## config.mk

```make
export PLATFORM = sky130hd
export DESIGN_NAME = swx_seq
export DESIGN_NICKNAME = d
export VERILOG_FILES = /design/src/rtl/swx_pkg.sv /design/src/rtl/swx_cmdgen.sv /design/src/rtl/swx_link.sv /design/src/rtl/swx_seq.sv
export SDC_FILE = /design/constraint.sdc
export NUM_CORES = 1
export LEC_CHECK = 0
export ABC_AREA = 1
export BUFFER_PORTS_ARGS = -buffer_cell sky130_fd_sc_hd__buf_2
export CAP_MARGIN = 10
export CORE_ASPECT_RATIO = 1.4
export CORE_MARGIN = 2
export CORE_UTILIZATION = 50
export CTS_CLUSTER_DIAMETER = 50
export DETAILED_ROUTE_END_ITERATION = 8
export GPL_TIMING_DRIVEN = 0
export PLACE_DENSITY = 0.73
export SLEW_MARGIN = 25
export SYNTH_ARGS = -nofsm -noshare
export SYNTH_HDL_FRONTEND = slang
export SYNTH_SLANG_ARGS = --single-unit
```

## constraint.sdc

```tcl
create_clock -name clk -period 2.2 [get_ports clk]
set_input_delay 0.66 -clock clk [delete_from_list [all_inputs] [get_ports clk]]
set_output_delay 0.66 -clock clk [all_outputs]
set_load 0.05 [all_outputs]
```

## src/rtl/swx_pkg.sv

```systemverilog
package swx_pkg;

  typedef enum logic [3:0] {
    ST_IDLE, ST_PRE, ST_WREC, ST_FETCH, ST_LOAD,
    ST_SQR, ST_TMUL, ST_FINAL, ST_END
  } st_t;

  typedef enum logic [1:0] {K_PRE, K_SQR, K_TMUL, K_FIN} kind_t;

  localparam int unsigned SLOT_X   = 0;
  localparam int unsigned SLOT_RR  = 1;
  localparam int unsigned SLOT_ONE = 2;
  localparam int unsigned SLOT_X2  = 3;
  localparam int unsigned SLOT_CR  = 4;
  localparam int unsigned SLOT_SR  = 5;
  localparam int unsigned SLOT_Y   = 6;

  // squarings implied by one recoded entry
  function automatic int unsigned sq_run(input logic win, input int unsigned len);
    return (win && len != 0) ? len : 1;
  endfunction

endpackage

```

## src/rtl/swx_cmdgen.sv

```systemverilog
module swx_cmdgen
  import swx_pkg::*;
#(
  parameter int W     = 5,
  parameter int SEL_W = 5,
  parameter int PS_W  = 5,
  parameter int IDX_W = 4
) (
  input  kind_t              kind,
  input  logic [PS_W-1:0]    pstep,
  input  logic [IDX_W-1:0]   widx,
  input  logic               acc_cr,
  output logic [SEL_W-1:0]   opa,
  output logic [SEL_W-1:0]   opb,
  output logic [SEL_W-1:0]   dst
);
  localparam int unsigned ODD_BASE = 1 << (SEL_W - 1);

  logic [SEL_W-1:0] acc;
  assign acc = acc_cr ? SEL_W'(SLOT_CR) : SEL_W'(SLOT_SR);

  always_comb begin
    opa = '0;
    opb = '0;
    dst = '0;
    unique case (kind)
      K_PRE: begin
        if (pstep == PS_W'(0)) begin
          opa = SEL_W'(SLOT_X);   opb = SEL_W'(SLOT_RR); dst = SEL_W'(ODD_BASE);
        end else if (pstep == PS_W'(1)) begin
          opa = SEL_W'(SLOT_ONE); opb = SEL_W'(SLOT_RR); dst = SEL_W'(SLOT_CR);
        end else if (pstep == PS_W'(2)) begin
          opa = SEL_W'(ODD_BASE); opb = SEL_W'(ODD_BASE); dst = SEL_W'(SLOT_X2);
        end else begin
          opa = SEL_W'(ODD_BASE) + SEL_W'(pstep) - SEL_W'(3);
          opb = SEL_W'(SLOT_X2);
          dst = SEL_W'(ODD_BASE) + SEL_W'(pstep) - SEL_W'(2);
        end
      end
      K_SQR: begin
        opa = acc; opb = acc; dst = SEL_W'(SLOT_SR);
      end
      K_TMUL: begin
        opa = SEL_W'(ODD_BASE) + SEL_W'(widx);
        opb = SEL_W'(SLOT_SR);
        dst = SEL_W'(SLOT_SR);
      end
      default: begin
        opa = SEL_W'(SLOT_ONE); opb = acc; dst = SEL_W'(SLOT_Y);
      end
    endcase
  end
endmodule

```

## src/rtl/swx_link.sv

```systemverilog
module swx_link #(
  parameter int SEL_W = 5
) (
  input  logic             clk,
  input  logic             rst_n,
  input  logic             fire,
  input  logic [SEL_W-1:0] in_opa,
  input  logic [SEL_W-1:0] in_opb,
  input  logic [SEL_W-1:0] in_dst,
  input  logic             cmd_ack,
  input  logic             mm_done,
  output logic             cmd_valid,
  output logic [SEL_W-1:0] cmd_opa,
  output logic [SEL_W-1:0] cmd_opb,
  output logic [SEL_W-1:0] cmd_dst,
  output logic             complete
);
  logic waiting;

  always_ff @(posedge clk) begin
    if (!rst_n) begin
      cmd_valid <= 1'b0;
      waiting   <= 1'b0;
      cmd_opa   <= '0;
      cmd_opb   <= '0;
      cmd_dst   <= '0;
    end else if (fire && !cmd_valid && !waiting) begin
      cmd_valid <= 1'b1;
      cmd_opa   <= in_opa;
      cmd_opb   <= in_opb;
      cmd_dst   <= in_dst;
    end else if (cmd_valid && cmd_ack) begin
      cmd_valid <= 1'b0;
      waiting   <= 1'b1;
    end else if (waiting && mm_done) begin
      waiting   <= 1'b0;
    end
  end

  // done only counts after an acknowledged command
  assign complete = waiting && mm_done;

  assert_hold_until_ack_R7: assert property (@(posedge clk) disable iff (!rst_n)
    cmd_valid && !cmd_ack |=> cmd_valid && $stable(cmd_opa) && $stable(cmd_opb) && $stable(cmd_dst));

  assert_quiet_in_flight_R7: assert property (@(posedge clk) disable iff (!rst_n)
    waiting |-> !cmd_valid);

endmodule

```

## src/rtl/swx_seq.sv

```systemverilog
module swx_seq
  import swx_pkg::*;
#(
  parameter int W       = 5,
  parameter int MAX_ENT = 4096,
  localparam int TBL    = 1 << (W - 1),
  localparam int IDX_W  = W - 1,
  localparam int LEN_W  = $clog2(W + 1),
  localparam int ENT_W  = 1 + LEN_W + IDX_W,
  localparam int SEL_W  = ((IDX_W > 3) ? IDX_W : 3) + 1,
  localparam int CNT_W  = $clog2(MAX_ENT + 1),
  localparam int PS_W   = $clog2(TBL + 2)
) (
  input  logic             clk,
  input  logic             rst_n,
  input  logic             start,
  input  logic             rec_done,
  input  logic [CNT_W-1:0] ent_count,
  output logic             tbl_rd,
  output logic [CNT_W-1:0] tbl_addr,
  input  logic [ENT_W-1:0] tbl_data,
  output logic             cmd_valid,
  input  logic             cmd_ack,
  output logic [SEL_W-1:0] cmd_opa,
  output logic [SEL_W-1:0] cmd_opb,
  output logic [SEL_W-1:0] cmd_dst,
  input  logic             mm_done,
  output logic             busy,
  output logic             finish
);
  localparam int LAST_PRE = TBL + 1;

  st_t              st;
  logic             issued, acc_cr, rec_seen, is_win;
  logic [PS_W-1:0]  pstep;
  logic [CNT_W-1:0] eidx, n_ent_q;
  logic [LEN_W-1:0] sq_left;
  logic [IDX_W-1:0] widx;

  kind_t            kind;
  logic             cmd_state, fire, cmd_end, last_ent;
  logic [SEL_W-1:0] g_opa, g_opb, g_dst;

  assign cmd_state = (st == ST_PRE) || (st == ST_SQR) || (st == ST_TMUL) || (st == ST_FINAL);
  assign fire      = cmd_state && !issued;
  assign last_ent  = (eidx == n_ent_q - 1'b1);
  assign busy      = (st != ST_IDLE);
  assign finish    = (st == ST_END);
  assign tbl_rd    = (st == ST_FETCH);
  assign tbl_addr  = eidx;

  always_comb begin
    unique case (st)
      ST_PRE:  kind = K_PRE;
      ST_SQR:  kind = K_SQR;
      ST_TMUL: kind = K_TMUL;
      default: kind = K_FIN;
    endcase
  end

  swx_cmdgen #(.W(W), .SEL_W(SEL_W), .PS_W(PS_W), .IDX_W(IDX_W)) u_gen (
    .kind(kind), .pstep(pstep), .widx(widx), .acc_cr(acc_cr),
    .opa(g_opa), .opb(g_opb), .dst(g_dst)
  );

  swx_link #(.SEL_W(SEL_W)) u_link (
    .clk(clk), .rst_n(rst_n), .fire(fire),
    .in_opa(g_opa), .in_opb(g_opb), .in_dst(g_dst),
    .cmd_ack(cmd_ack), .mm_done(mm_done),
    .cmd_valid(cmd_valid), .cmd_opa(cmd_opa), .cmd_opb(cmd_opb), .cmd_dst(cmd_dst),
    .complete(cmd_end)
  );

  always_ff @(posedge clk) begin
    if (!rst_n) begin
      st       <= ST_IDLE;
      issued   <= 1'b0;
      acc_cr   <= 1'b1;
      rec_seen <= 1'b0;
      is_win   <= 1'b0;
      pstep    <= '0;
      eidx     <= '0;
      n_ent_q  <= '0;
      sq_left  <= '0;
      widx     <= '0;
    end else begin
      if (cmd_end)   issued <= 1'b0;
      else if (fire) issued <= 1'b1;

      if (st == ST_IDLE)  rec_seen <= 1'b0;
      else if (rec_done)  rec_seen <= 1'b1;

      unique case (st)
        ST_IDLE: if (start) begin
          st      <= ST_PRE;
          pstep   <= '0;
          eidx    <= '0;
          acc_cr  <= 1'b1;
          n_ent_q <= ent_count;
        end
        ST_PRE: if (cmd_end) begin
          if (pstep == PS_W'(LAST_PRE)) st <= ST_WREC;
          else pstep <= pstep + 1'b1;
        end
        ST_WREC: if (rec_seen || rec_done)
          st <= (n_ent_q == '0) ? ST_FINAL : ST_FETCH;
        ST_FETCH: st <= ST_LOAD;
        ST_LOAD: begin
          is_win  <= tbl_data[ENT_W-1];
          widx    <= tbl_data[IDX_W-1:0];
          sq_left <= LEN_W'(sq_run(tbl_data[ENT_W-1], int'(tbl_data[IDX_W +: LEN_W])));
          st      <= ST_SQR;
        end
        ST_SQR: if (cmd_end) begin
          acc_cr <= 1'b0;
          if (sq_left == LEN_W'(1)) begin
            if (is_win)        st <= ST_TMUL;
            else if (last_ent) st <= ST_FINAL;
            else begin eidx <= eidx + 1'b1; st <= ST_FETCH; end
          end else begin
            sq_left <= sq_left - 1'b1;
          end
        end
        ST_TMUL: if (cmd_end) begin
          if (last_ent) st <= ST_FINAL;
          else begin eidx <= eidx + 1'b1; st <= ST_FETCH; end
        end
        ST_FINAL: if (cmd_end) st <= ST_END;
        default:  st <= ST_IDLE;
      endcase
    end
  end

  assert_no_input_slot_write_R1: assert property (@(posedge clk) disable iff (!rst_n)
    cmd_valid |-> (cmd_dst != SEL_W'(SLOT_X)) && (cmd_dst != SEL_W'(SLOT_RR)) && (cmd_dst != SEL_W'(SLOT_ONE)));

  assert_main_after_recode_R3: assert property (@(posedge clk) disable iff (!rst_n)
    (tbl_rd || (cmd_valid && cmd_dst == SEL_W'(SLOT_SR))) |-> rec_seen);

  assert_addr_in_range_R4: assert property (@(posedge clk) disable iff (!rst_n)
    tbl_rd |-> (tbl_addr < n_ent_q));

  assert_finish_single_R6: assert property (@(posedge clk) disable iff (!rst_n)
    finish |=> !finish && !busy);

endmodule

```

==> Implementation_results.wiki <==
{| class="wikitable"
! Metric !! Value
|-
| Setup TNS || 0 ps
|-
| # setup viols final || 0
|-
| Fraction of power spent switching nets || 0.459
|-
| Unique masters post-synth || 47
|-
| Placer's final routability congestion estimate || roughly 0.95
|-
| Final Skew || 9.72 ps
|-
| Initial antenna violation count || 0
|-
| Number of warnings issued by yosys || 0
|-
| Standard-cell rows || 38
|-
| Final HPWL DP || approximately 8 mm
|-
| Cell at the slowest stage of the critical path || dfxtp_2
|-
| Post-detailed-route count of antenna-violating nets || 0
|-
| Clock period minus final worst setup slack || about 2100 ps
|-
| Static power due to leakage || about 2.2 nW
|-
| Internal cell power || ~3 mW
|-
| Critical register-to-register path startpoint || st[2]$_SDFFE_PN0P_
|-
| Number of CTS-inserted buffers || 9
|-
| Number of hold buffers added after cts || 0
|-
| Max Fanout on Critical Path || 7
|-
| Number of DRC violations after detailed routing || 0
|-
| Number of instances in the placed design || approximately 730
|-
| Cell area after layout || around 4700 µm²
|-
| Die height || ~110 µm
|-
| Areal power density over the cells || 1180 nW/µm²
|-
| End point of the critical path || busy
|-
| Synthesized area per cell || 6.82 µm²
|-
| Area of the core || 7650 µm²
|-
| Register share of total power || 0.267
|-
| Vias in the first global route || between 3,000 and 4,000
|-
| Die W || roughly 79 µm
|-
| Setup crit end kind || output port
|-
| Clock-pin slew of the registers on the worst-case setup and hold paths || 70 ps
|-
| DRT Pass-1 Iters || 4
|-
| Number of buffers added on ports || between 50 and 60
|-
| Clock Sinks || 62
|-
| Launch point of the worst path || st[0]$_SDFFE_PN0P_
|-
| Cells along the critical path || or2_4 > nor2_4 > inv_1 > clkbuf_4
|-
| All-Layer GR Usage || 0.270
|-
| Max-slew headroom || 0.479
|-
| Mean routed wirelength per cell || 14.5 µm
|-
| Required time worst endpoint || 1540 ps
|-
| Maximum count of clock buffers along a single path || 2
|-
| Layout filler cell count || 711
|-
| Pwr Total || between 5 and 6 mW
|-
| Synthesized instance count || about 570
|-
| Netlist area before placement || 3900 µm²
|-
| Register bit count reported by yosys || between 60 and 70
|-
| IO Count || 59
|-
| Crit path launch type || flip-flop
|-
| Placed instance area || 4310 µm²
|-
| Die Outline Area || between 8000 and 9000 µm²
|-
| Root buffer selected by CTS || clkbuf_8
|-
| Initial Util || 0.509
|-
| Total count of hold-check failures in the final report || 0
|-
| Critical path start-end classification || reg2out
|-
| Total Wirelength || between 10 and 15 mm
|-
| Antenna diode count || 0
|-
| Power share of the clock group || 0.229
|-
| Data arrival time at the worst-slack endpoint || approximately 1500 ps
|-
| EDFF count, synth || 0
|-
| Maximum ir drop on the vdd rail || roughly 0.56 mV
|-
| TritonCTS clock tree || built
|-
| Global-route wire length before repair || around 18 mm
|-
| Length in cells of the worst reg-to-reg path || 17
|-
| Fraction of synthesis flops using an asynchronous set or reset pin || 0
|-
| Main flop type after synthesis || dfxtp_1
|-
| Number of H-tree levels || 3
|-
| Mean number of vias per cell || 5.37
|-
| Final global-route overflow total || 0
|-
| Largest net degree at the start of global routing || 12
|-
| Reg2Reg Setup Slack || 120 ps
|-
| Syn nets || about 600
|-
| Final std cells w/o fill || 752
|-
| Synth-to-layout area growth || 21.2%
|-
| Max Slew Vio Count || 0
|-
| Max-cap check violation count || 0
|-
| Reported net switching power || between 2 and 3 mW
|-
| Post-route core utilization || 0.617
|-
| Net total in the final layout || approximately 690
|-
| Proportion of synthesized chip area in sequential cells || 0.319
|-
| Part of the power in combinational logic || 0.504
|-
| Max Freq || ~470 MHz
|-
| Type of the most critical hold path || reg2reg
|-
| Clock network latency to the later pin of the worst-skew pair || 370 ps
|-
| Starting DRT DRC Count || ~160
|-
| Share of final-layout standard cells stronger than drive strength 1 || 0.242
|-
| Vias after detailed routing || around 4,000
|-
| Largest stage delay on the critical path || 370 ps
|-
| Final cycle utilization of the critical path || 0.971
|-
| Slew at the pin closest to its max-slew limit || 781 ps
|-
| Endpoint of the worst register-to-register path || u_link.cmd_opa[3]$_SDFFE_PN0P_
|-
| Outcome || complete, no violations
|}
flip-flops by register name, summed over array words and instances, names as in the netlist:
register / cells
sq_left: 3
widx: 4
rec_seen: 1
u_link.cmd_opa: 5
u_link.cmd_valid: 1
issued: 1
n_ent_q: 13
u_link.cmd_opb: 4
st: 4
u_link.cmd_dst: 5
pstep: 5
acc_cr: 1
is_win: 1
tbl_addr: 13
u_link.waiting: 1
power by group through the flow:
stage               Combinational, mW  Clock (mW)  Sequential, mW
floorplan                        1.84           0            1.68
global placement                 2.57           0            1.50
detailed placement               2.61           0            1.50
CTS                              2.72        1.29            1.49
global route                     3.09        1.35            1.51
finish                           2.81        1.28            1.49
area by class of cell:
type                       instances  area, µm²  area share
clock buffer                      14        193      0.0408
tap                              100        125      0.0265
clock inverter                     2       60.1      0.0127
buffer                            19        118      0.0249
timing repair buffer              65        350      0.0742
sequential                        62       1240       0.264
multi-input combinational        406       2310       0.490
inverter                          84        318      0.0673
timing repair:
item                       CTS  global route
setup endpoints to repair   27            29
pin swaps                    1             4
cloned                       0             0
setup buffers                3             6
resized for setup           14            23
worst min path at each step:
stage	from	depth (start not counted)	end
after floorplan	n_ent_q[12]$_SDFFE_PN0P_	2	n_ent_q[12]$_SDFFE_PN0P_
final	u_link.cmd_opa[2]$_SDFFE_PN0P_	2	u_link.cmd_opa[2]$_SDFFE_PN0P_
after global placement	u_link.cmd_dst[4]$_SDFFE_PN0P_	2	u_link.cmd_dst[4]$_SDFFE_PN0P_
after detailed placement	u_link.cmd_opa[2]$_SDFFE_PN0P_	2	u_link.cmd_opa[2]$_SDFFE_PN0P_
after CTS	u_link.cmd_opb[4]$_SDFFE_PN0P_	2	u_link.cmd_opb[4]$_SDFFE_PN0P_
after global routing	u_link.cmd_opb[4]$_SDFFE_PN0P_	2	u_link.cmd_opb[4]$_SDFFE_PN0P_
placed cells by master, fill, tap and decap left out, types with 3 or more instances in the layout:
cell / n
nand2_1: 114
inv_1: 73
dfxtp_1: 59
buf_2: 58
nor2_1: 56
a21oi_1: 39
o21ai_0: 35
nand3_1: 24
xor2_1: 15
nand4_1: 14
clkbuf_8: 14
a21oi_2: 12
ha_1: 12
buf_4: 11
nand3_2: 11
nor3_1: 11
clkbuf_1: 10
inv_2: 9
nor2_2: 7
nand2_2: 6
nor2_4: 5
xnor2_1: 5
nand3b_1: 3
nand2_4: 3
a31oi_1: 3
a22oi_1: 3
dfxtp_2: 3
layer usage:
metal	track usage	share of wire	vias to the layer above
met5	0	0	-
met4	0.192	0.057	0
met1	0.281	0.38	1857
met3	0.0568	0.051	43
li1	-	-	2011
met2	0.477	0.52	127
cell usage after synthesis (all sizes together), types with 2 or more instances:
cell    count  area, µm²
nand2     123        479
inv        83        312
nor2       68        288
dfxtp      62       1240
a21oi      51        293
o21ai      38        194
nand3      36        248
xor2       15        131
ha         14        175
nand4      14       87.6
nor3       14       81.3
clkbuf     11       41.3
buf         8       70.1
xnor2       5       43.8
a22oi       3       22.5
a31oi       3       18.8
nand3b      3       22.5
o211ai      3       27.5
a211oi      2       15.0
nor4        2       12.5
o31ai       2       15.0
or2         2       15.0
cell families after synthesis:
logic type	Yosys count	synth area share
AND/OR/NAND/NOR	264	0.320
AO/OA/AOI/OAI	107	0.161
buffers and inverters	103	0.110
flip-flops	62	0.319
XOR/XNOR	20	0.0450
adder cells (fa/ha/maj)	14	0.0450
other	1	0.000962
through the flow:
step	setup slack [ps]	hold WS, ps
floorplan	39.2	444
global placement	-349	455
detailed placement	-389	458
CTS	9.41	469
global route	-24.7	490
finish	64.4	468
critical path, delay by kind of cell, from the launching register on:
| kind | cells | cell delay, ps |
|---|---|---|
| and+or+nand+nor | 2 | 410 |
| DFF | 1 | 370 |
| buffers and inverters | 2 | 340 |
Note: power is estimated with default switching activity, not from simulation.
